File: config.mk
export PLATFORM = sky130hd
export DESIGN_NAME = ser_mem_target
export DESIGN_NICKNAME = d
export VERILOG_FILES = /design/src/rtl/ser_mem_pkg.sv /design/src/rtl/bus_edge_detect.sv /design/src/rtl/mem_addr_ptr.sv /design/src/rtl/ser_mem_target.sv
export SDC_FILE = /design/constraint.sdc
export NUM_CORES = 1
export LEC_CHECK = 0
export ABC_AREA = 1
export BUFFER_PORTS_ARGS = -buffer_cell sky130_fd_sc_hd__buf_2
export CAP_MARGIN = 40
export CORE_UTILIZATION = 35
export DETAILED_ROUTE_END_ITERATION = 6
export GPL_TIMING_DRIVEN = 0
export HOLD_SLACK_MARGIN = 0.15
export PLACE_DENSITY = 0.59
export SETUP_SLACK_MARGIN = 0.2
export SLEW_MARGIN = 20
export SYNTH_ARGS = -nofsm -noshare
export SYNTH_HDL_FRONTEND = slang
export SYNTH_SLANG_ARGS = --single-unit
File: constraint.sdc
create_clock -name clk -period 4.3 [get_ports clk]
set_clock_uncertainty 0.2 [all_clocks]
set_input_delay 1.29 -clock clk [delete_from_list [all_inputs] [get_ports clk]]
set_output_delay 1.29 -clock clk [all_outputs]
set_load 0.01 [all_outputs]
File: src/rtl/ser_mem_pkg.sv
package ser_mem_pkg;
   typedef enum logic [2:0] {
      ST_IDLE,
      ST_DEV,
      ST_AHI,
      ST_ALO,
      ST_WDAT,
      ST_RDAT,
      ST_SKIP
   } tgt_state_t;
endpackage

File: src/rtl/bus_edge_detect.sv
module bus_edge_detect (
   input  logic clk,
   input  logic rst_n,
   input  logic scl_i,
   input  logic sda_i,
   output logic scl_rise,
   output logic scl_fall,
   output logic start_det,
   output logic stop_det
);
   logic scl_q, sda_q;

   always_ff @(posedge clk or negedge rst_n) begin
      if (!rst_n) begin
         scl_q <= 1'b1;
         sda_q <= 1'b1;
      end else begin
         scl_q <= scl_i;
         sda_q <= sda_i;
      end
   end

   // Data edges while the clock stays high are bus conditions
   assign scl_rise  = scl_i & ~scl_q;
   assign scl_fall  = ~scl_i & scl_q;
   assign start_det = scl_i & scl_q & sda_q & ~sda_i;
   assign stop_det  = scl_i & scl_q & ~sda_q & sda_i;
endmodule

File: src/rtl/mem_addr_ptr.sv
module mem_addr_ptr #(
   parameter int ADDR_W = 12,
   parameter int PAGE_W = 6
) (
   input  logic              clk,
   input  logic              rst_n,
   input  logic              load,
   input  logic [ADDR_W-1:0] load_val,
   input  logic              inc_page,
   input  logic              inc_full,
   output logic [ADDR_W-1:0] ptr
);
   logic [ADDR_W-1:0] page_next;

   generate
      if (PAGE_W == ADDR_W) begin : g_flat
         assign page_next = ptr + ADDR_W'(1);
      end else begin : g_split
         assign page_next = {ptr[ADDR_W-1:PAGE_W], ptr[PAGE_W-1:0] + PAGE_W'(1)};

         // page stepping never touches the page number
         assert_page_upper_hold_R3: assert property (@(posedge clk) disable iff (!rst_n)
            inc_page |=> ptr[ADDR_W-1:PAGE_W] == $past(ptr[ADDR_W-1:PAGE_W]));
      end
   endgenerate

   always_ff @(posedge clk or negedge rst_n) begin
      if (!rst_n)        ptr <= '0;
      else if (load)     ptr <= load_val;
      else if (inc_page) ptr <= page_next;
      else if (inc_full) ptr <= ptr + ADDR_W'(1);
   end
endmodule

File: src/rtl/ser_mem_target.sv
module ser_mem_target
   import ser_mem_pkg::*;
#(
   parameter int          ADDR_W   = 12,
   parameter int          PAGE_W   = 6,
   parameter logic [3:0]  DEV_CODE = 4'b1010
) (
   input  logic              clk,
   input  logic              rst_n,
   input  logic              scl_i,
   input  logic              sda_i,
   input  logic [2:0]        strap_i,
   input  logic              busy_i,
   output logic              sda_oe,
   output logic              wr_valid,
   output logic [ADDR_W-1:0] wr_addr,
   output logic [7:0]        wr_data,
   output logic              wr_commit,
   output logic              rd_en,
   output logic [ADDR_W-1:0] rd_addr,
   input  logic [7:0]        rd_data
);
   localparam int HI_W = ADDR_W - 8;

   generate
      if (ADDR_W < 9 || ADDR_W > 16) begin : g_bad_addr_w
         $error("ADDR_W must lie in 9..16");
      end
      if (PAGE_W < 2 || PAGE_W > ADDR_W) begin : g_bad_page_w
         $error("PAGE_W must lie in 2..ADDR_W");
      end
   endgenerate

   logic scl_rise, scl_fall, start_det, stop_det;
   tgt_state_t state;
   logic [3:0] cnt;
   logic [7:0] rx, shreg, tx_buf;
   logic [HI_W-1:0] hi;
   logic ack_drive, tx_on, rw, mack, wr_pend, rd_pend;
   logic byte_end, ack_end, dev_ok;
   logic ptr_load, ptr_inc_page, ptr_inc_full;
   logic [ADDR_W-1:0] ptr;

   bus_edge_detect u_edge (
      .clk      (clk),
      .rst_n    (rst_n),
      .scl_i    (scl_i),
      .sda_i    (sda_i),
      .scl_rise (scl_rise),
      .scl_fall (scl_fall),
      .start_det(start_det),
      .stop_det (stop_det)
   );

   always_comb begin
      byte_end     = scl_fall && (cnt == 4'd8);
      ack_end      = scl_fall && (cnt == 4'd9);
      dev_ok       = (rx[7:1] == {DEV_CODE, strap_i}) && !busy_i;
      ptr_load     = byte_end && (state == ST_ALO);
      ptr_inc_page = byte_end && (state == ST_WDAT);
      ptr_inc_full = ack_end && (((state == ST_DEV) && rw) || ((state == ST_RDAT) && mack));
   end

   mem_addr_ptr #(.ADDR_W(ADDR_W), .PAGE_W(PAGE_W)) u_ptr (
      .clk     (clk),
      .rst_n   (rst_n),
      .load    (ptr_load),
      .load_val({hi, rx}),
      .inc_page(ptr_inc_page),
      .inc_full(ptr_inc_full),
      .ptr     (ptr)
   );

   assign rd_addr = ptr;
   assign sda_oe  = tx_on ? ~shreg[7] : ack_drive;

   always_ff @(posedge clk or negedge rst_n) begin
      if (!rst_n) begin
         state <= ST_IDLE;   cnt <= '0;       rx <= '0;
         shreg <= '0;        tx_buf <= '0;    hi <= '0;
         ack_drive <= 1'b0;  tx_on <= 1'b0;   rw <= 1'b0;
         mack <= 1'b0;       wr_pend <= 1'b0; rd_pend <= 1'b0;
         wr_valid <= 1'b0;   wr_addr <= '0;   wr_data <= '0;
         wr_commit <= 1'b0;  rd_en <= 1'b0;
      end else begin
         wr_valid  <= 1'b0;
         wr_commit <= 1'b0;
         rd_en     <= 1'b0;
         rd_pend   <= rd_en;
         if (rd_pend) tx_buf <= rd_data;

         if (start_det) begin
            state <= ST_DEV;  cnt <= '0;
            ack_drive <= 1'b0; tx_on <= 1'b0; wr_pend <= 1'b0;
         end else if (stop_det) begin
            state <= ST_IDLE; cnt <= '0;
            ack_drive <= 1'b0; tx_on <= 1'b0;
            wr_commit <= wr_pend; wr_pend <= 1'b0;
         end else if (state != ST_IDLE && state != ST_SKIP) begin
            if (scl_rise) begin
               if (cnt < 4'd8) begin
                  rx  <= {rx[6:0], sda_i};
                  cnt <= cnt + 4'd1;
               end else if (cnt == 4'd9) begin
                  mack <= !sda_i;
               end
            end
            if (byte_end) begin
               cnt   <= 4'd9;
               tx_on <= 1'b0;
               case (state)
                  ST_DEV: begin
                     if (dev_ok) begin
                        ack_drive <= 1'b1;
                        rw        <= rx[0];
                        rd_en     <= rx[0];
                     end else begin
                        state <= ST_SKIP;
                     end
                  end
                  ST_AHI: begin
                     ack_drive <= 1'b1;
                     hi        <= rx[HI_W-1:0];
                  end
                  ST_ALO:  ack_drive <= 1'b1;
                  ST_WDAT: begin
                     ack_drive <= 1'b1;
                     wr_valid  <= 1'b1;
                     wr_addr   <= ptr;
                     wr_data   <= rx;
                     wr_pend   <= 1'b1;
                  end
                  ST_RDAT: rd_en <= 1'b1;
                  default: ;
               endcase
            end else if (ack_end) begin
               cnt       <= '0;
               ack_drive <= 1'b0;
               case (state)
                  ST_DEV: begin
                     if (rw) begin
                        state <= ST_RDAT;
                        tx_on <= 1'b1;
                        shreg <= tx_buf;
                     end else begin
                        state <= ST_AHI;
                     end
                  end
                  ST_AHI: state <= ST_ALO;
                  ST_ALO: state <= ST_WDAT;
                  ST_RDAT: begin
                     if (mack) begin
                        tx_on <= 1'b1;
                        shreg <= tx_buf;
                     end else begin
                        state <= ST_SKIP;
                     end
                  end
                  default: ;
               endcase
            end else if (scl_fall && cnt != 4'd0 && state == ST_RDAT) begin
               shreg <= {shreg[6:0], 1'b0};
            end
         end
      end
   end

   // the open-drain enable only moves during the clock-low phase
   assert_sda_low_phase_R10: assert property (@(posedge clk) disable iff (!rst_n)
      !$stable(sda_oe) |-> !scl_i);

   // no acknowledge of the device address while programming
   assert_busy_no_ack_R9: assert property (@(posedge clk) disable iff (!rst_n)
      (state == ST_DEV && byte_end && busy_i) |=> !sda_oe);

   // a START always restarts address matching with SDA released
   assert_start_restart_R11: assert property (@(posedge clk) disable iff (!rst_n)
      start_det |=> (state == ST_DEV && cnt == 4'd0 && !sda_oe));

   // once ignoring traffic the line is never pulled
   assert_skip_released_R8: assert property (@(posedge clk) disable iff (!rst_n)
      (state == ST_SKIP) |-> !sda_oe);

   // write strobes are single-cycle
   assert_wr_pulse_R3: assert property (@(posedge clk) disable iff (!rst_n)
      wr_valid |=> !wr_valid);
endmodule

Yosys cells after proc, flatten, opt, wreduce, memory -nomap -nowiden --
Index checks and enable logic that the tools add are counted. Widths: inputs -> output; s select.
Word-level totals: register bits 78, input port bits 16, output and inout bits 36
Cells by class: $add $sub $neg 3, $lt $le $gt $ge 1, equal/unequal tests 20, multiplexer cells 59, bitwise gates (word level) 16, reduce and logical (&&, ||, !) cells 40
Operators with widths (number):
- $mux 12 | 3
- $mux 8 | 4
- $mux 1 | 31
- $mux 4 | 7
- $mux 3 | 9
- $ne 5x5->1 const B | 4
- $reduce_and 5->1 | 4
- $reduce_and 6->1 | 3
- $pmux 8 s2 | 1
- $reduce_bool 3->1 | 5
- $reduce_bool 5->1 | 3
- $add 12x1->12 const B | 1
- $pmux 3 s4 | 1
- $logic_and 1x1->1 | 11
- $ne 3x3->1 const B | 3
- $not 1->1 | 9
- $eq 4x4->1 const B | 2
- $reduce_and 8->1 | 1
- $reduce_bool 4->1 | 2
- $and 1x1->1 | 7
- $eq 7x7->1 | 1
- $add 6x1->6 const B | 1
- $eq 3x2->1 const B | 2
- $eq 3x3->1 const B | 2
- 17 further kinds | 22

Longest topological paths before layout --
word-level depth 8, depth in mapped cells 10, mapped depth without buffers 10

Modules after synthesis --
A second synthesis with hierarchy kept.
Second synthesis, totals: cell total of the unflattened synthesis 518, area total of the unflattened synthesis 4027.6 um^2
Modules (own cells, without submodules):
- ser_mem_target | instances 1, cells an instance 377, area each 3113.0 um^2, seq. area each 1601.5 um^2
- mem_addr_ptr | instances 1, cells an instance 128, area each 820.8 um^2, seq. area each 300.3 um^2
- bus_edge_detect | instances 1, cells an instance 13, area each 93.8 um^2, seq. area each 52.6 um^2

Worst setup path before layout --
Ideal clock, no wire load.
path type input-to-reg, start input port scl_i, end register u_ptr.ptr[3], library setup time 122 ps, data arrival time 2103 ps, data required time 3978 ps, path slack 1875 ps, cell stages on the path 7, cells stage by stage inv_1 -> nand2_2 -> nor2_8 -> nand2_4 -> buf_6 -> o211ai_2 -> o21ai_2
On the way: cells in the longest elaborated chain, start to end 6, elaborated cells on any way between the ends 10, classes of those cells mux: 2; bitwise: 2; reduce/logical: 6
RTL lines:
- from (decl) | line ser_mem_target.sv:10 | input logic scl_i,
- $not 1->1 (*) | line bus_edge_detect.sv:25 | assign scl_fall = ~scl_i & scl_q;
- $and 1x1->1 (*) | line bus_edge_detect.sv:25
- $logic_and 1x1->1 | line ser_mem_target.sv:56 | byte_end = scl_fall && (cnt == 4'd8);
- $logic_and 1x1->1 | line ser_mem_target.sv:60 | ptr_inc_page = byte_end && (state == ST_WDAT);
- $mux 12 | line mem_addr_ptr.sv:30 | else if (inc_page) ptr <= page_next;
- $mux 12 | line mem_addr_ptr.sv:29 | else if (load) ptr <= load_val;
- to (signal assigned) | line mem_addr_ptr.sv:29
- to (signal assigned) | line mem_addr_ptr.sv:30
- to (signal assigned) | line mem_addr_ptr.sv:31 | else if (inc_full) ptr <= ptr + ADDR_W'(1);
- to (decl) | line mem_addr_ptr.sv:11 | output logic [ADDR_W-1:0] ptr
Mark *: on every way between the ends. The rest lies on a longest branch, timed or not. The select of a mux whose other input is x is not followed. A chain may end at the register's enable or synchronous reset.

Worst setup path after layout --
start register shreg[7], end output port sda_oe
On the way: cells in the longest elaborated chain, start to end 2
RTL lines:
- from (decl) | line ser_mem_target.sv:37 | logic [7:0] rx, shreg, tx_buf;
- from (signal assigned) | line ser_mem_target.sv:144 | shreg <= tx_buf;
- from (signal assigned) | line ser_mem_target.sv:154 | shreg <= tx_buf;
- from (signal assigned) | line ser_mem_target.sv:162 | shreg <= {shreg[6:0], 1'b0};
- $not 1->1 | line ser_mem_target.sv:75 | assign sda_oe = tx_on ? ~shreg[7] : ack_drive;
- $mux 1 | line ser_mem_target.sv:75
- to (decl) | line ser_mem_target.sv:14 | output logic sda_oe,
No other way between the ends.

==> results.yml <==
synthesis:
  synth_area_sq_um: 4120
  yosysUniqueCellTypes: 37
  mappedNetlistNets: 518
  synth_common_cells: "nand2_1 (166), dfrtp_1 (76), inv_1 (53), o21ai_0 (32), nand3_1 (28)"
  synth_area_leaders: "dfrtp_1 (46%), nand2_1 (15%), o21ai_2 (4.9%)"
  synth-edff-count: 0
  yosysMostFrequentCell: "nand2_1"
  synthArstFlopShare_pct: 100
  synth-main-ff-cell: "dfrtp_1"
  ys_ff_latch: 78
  synth_largest_area_cell: "dfrtp_1"
  seq_area_frac_synth_pct: 47.5
  synthCells: 498
  yosys_warnings: 0
  synth_top_cell_area_share_pct: 46.2
  avgSynthCellArea_sq_um: 8.27
routing:
  vias: 3356
  vias_per_cell: 4.73
  drtIter0Drc: 243
  drtAntennaViolNets: 0
  postRouteWirelength_mm: 8.91
  drt-pass1-iter-count: 4
  drc: 0
  wire_per_inst_um: 12.6
pwr:
  p_int_w: 0.00173
  switching_share_pct: 37.4
  combPwrFrac_pct: 34.5
  p_sw_w: 0.00103
  max-vdd-ir-drop_mv: 0.253
  power.density_nw_per_um2: 564
  clkPwrFrac_pct: 30.5
  p_leak_nw: 2.53
  seq_power_share_pct: 35.0
floorplan:
  core_sq_um: 11400
  dieHeight_um: 110
  io_pins: 52
  start_util_pct: 36.1
  die_w_um: 110
  dieArea_sq_um: 12200
  num_rows: 39
clock_tree:
  cts_buffers: 9
  cts_buffer_depth: 2
  cts_tree: "built"
  root_buffer: "clkbuf_16"
  cts_sinks: 78
  clock_latency_ns: 0.33
  ctsResizeCount: 0
  postCtsHoldBufs: 0
  h-tree-depth: 3
  path_clk_slew_ns: 0.06
  post_cts_buffers: 0
min_path:
  holdPathEnd: "rd_pend"
  min_path_cells: 0
  worstHoldStart: "rd_en"
  worstHoldPathType: "register to register"
critical_path:
  critPathMaxStageDelay_ns: 0.38
  critPathMaxFanout: 2
  worstRegToRegCells: 9
  r2r-end: "state[2]"
  crit_chain: "o21ai_0 > buf_2"
  reg2reg_slack_ns: 2.27
  cp-end-kind: "output pin"
  worstSetupPathType: "register to output pin"
  worstPathRequired_ns: 2.81
  startpoint_type: "register"
  reg2reg_from: "cnt[0]"
  cp_slowest_cell: "dfrtp_1"
  arrival_ns: 1.09
placement:
  hpwl_mm: 6.72
  gp_congestion: 0.926
  port_buffers: 51
sta:
  finalSetupTns_ns: 0
  tightest_slew_ns: 0.517
  fmax_ghz: 0.387
  whs_ns: 0.166
  rsz0062_at_grt: "false"
  hold_viol_final: 0
  finalSetupViolCount: 0
  slew_headroom_pct: 65.5
  final.min_clock_period_ns: 2.58
  maxSlewViolCount: 0
  timing.final.crit_share_pct: 60.1
layout:
  area_delta_synth_final_pct: 19.2
  antenna_cells: 0
  drive_above_1_share_pct: 25.3
  nNetsFinal: 581
global_routing:
  grt_pass1_wl_mm: 15.5
  grt.overflow.total: 0
  grt_max_degree: 41
  grt.total_usage_pct: 15.6
  grt_pass1_vias: 3224
  grt_antenna_before_repair: 0
outcome:
  outcome: "completed"
run:
  drv_cap: 0
-- worst max path at each step --
stage	to	start	slack (ns)	depth (start not counted)
floorplan	u_ptr.ptr[3]	scl_i	1.87	7
CTS	sda_oe	shreg[7]	1.67	2
global route	sda_oe	shreg[7]	1.65	2
finish	sda_oe	shreg[7]	1.72	2
global placement	cnt[0]	rst_n	1.18	1
detailed placement	cnt[3]	scl_i	1.55	11
-- metal layers --
layer  global-route usage [%]  routed length [um]
met3                     4.01                 379
met4                     6.58                 192
met1                     21.0                4320
met5                        0                   0
met2                     23.6                4010
-- layout make-up --
class / instances / area (sq um)
buffer: 10 / 100
clock buffer: 13 / 270
fill: 1148 / 6510
inverter: 63 / 238
multi-input combinational: 347 / 1830
sequential: 78 / 1950
tap: 143 / 179
clock inverter: 3 / 65.1
timing repair buffer: 52 / 278
-- sequential cells by signal, summed over array words and instances (netlist names), 3 cells and up --
register and count:
u_ptr.ptr 12, wr_addr 12, rx 8, shreg 8
tx_buf 8, wr_data 8, cnt 4, hi 4
state 3
-- power by group through the flow --
stage                     logic, W  registers [W]  clock network [W]
after CTS                 0.000960       0.000967           0.000865
after global routing       0.00108       0.000986           0.000894
after global placement    0.000929       0.000977                  0
after detailed placement  0.000950       0.000980                  0
final                     0.000955       0.000969           0.000844
after floorplan           0.000700       0.000976                  0
-- metrics by stage --
stage / setup slack (ns) / instances / utilization (%) / area [sq um] / total power (W)
final: 1.72 / 709 / 43.0 / 4910 / 0.00277
after global routing: 1.65 / 709 / 43.0 / 4910 / 0.00296
after CTS: 1.67 / 709 / 43.0 / 4910 / 0.00279
after detailed placement: 1.55 / 693 / 40.1 / 4570 / 0.00193
after global placement: 1.18 / 692 / 39.9 / 4550 / 0.00191
after floorplan: 1.87 / 498 / - / 4120 / 0.00168
-- kinds of logic (layout without fill, tap and decap cells) --
family | after synthesis | after routing | synth area share [%]
compound gates | 82 | 82 | 13.0
simple gates | 257 | 257 | 29.2
xor+xnor | 3 | 3 | 0.638
buf+inv | 73 | 141 | 8.20
mux | 1 | 1 | 0.273
flops | 78 | 78 | 47.5
fa+ha+maj | 4 | 4 | 1.22
-- cells in the final DEF (no fill, tap or decap), drive strengths merged, types with 2 or more instances in the layout --
| master | n |
|---|---|
| nand2 | 177 |
| nor3 | 5 |
| ha | 4 |
| o21ai | 69 |
| nor2 | 35 |
| bufinv | 2 |
| xnor2 | 2 |
| nand4 | 5 |
| clkinv | 2 |
| clkbuf | 14 |
| dfstp | 2 |
| dfrtp | 76 |
| inv | 62 |
| o211ai | 3 |
| nand3 | 34 |
| a21oi | 9 |
| buf | 61 |
-- worst max-delay path, delay by kind of cell, from the launching register on --
family                 cells  cell delay, ns
DFF                        1            0.38
buffers and inverters      1            0.17
AOI/OAI and AO/OA          1            0.21
(Power assumes the default switching activity.)
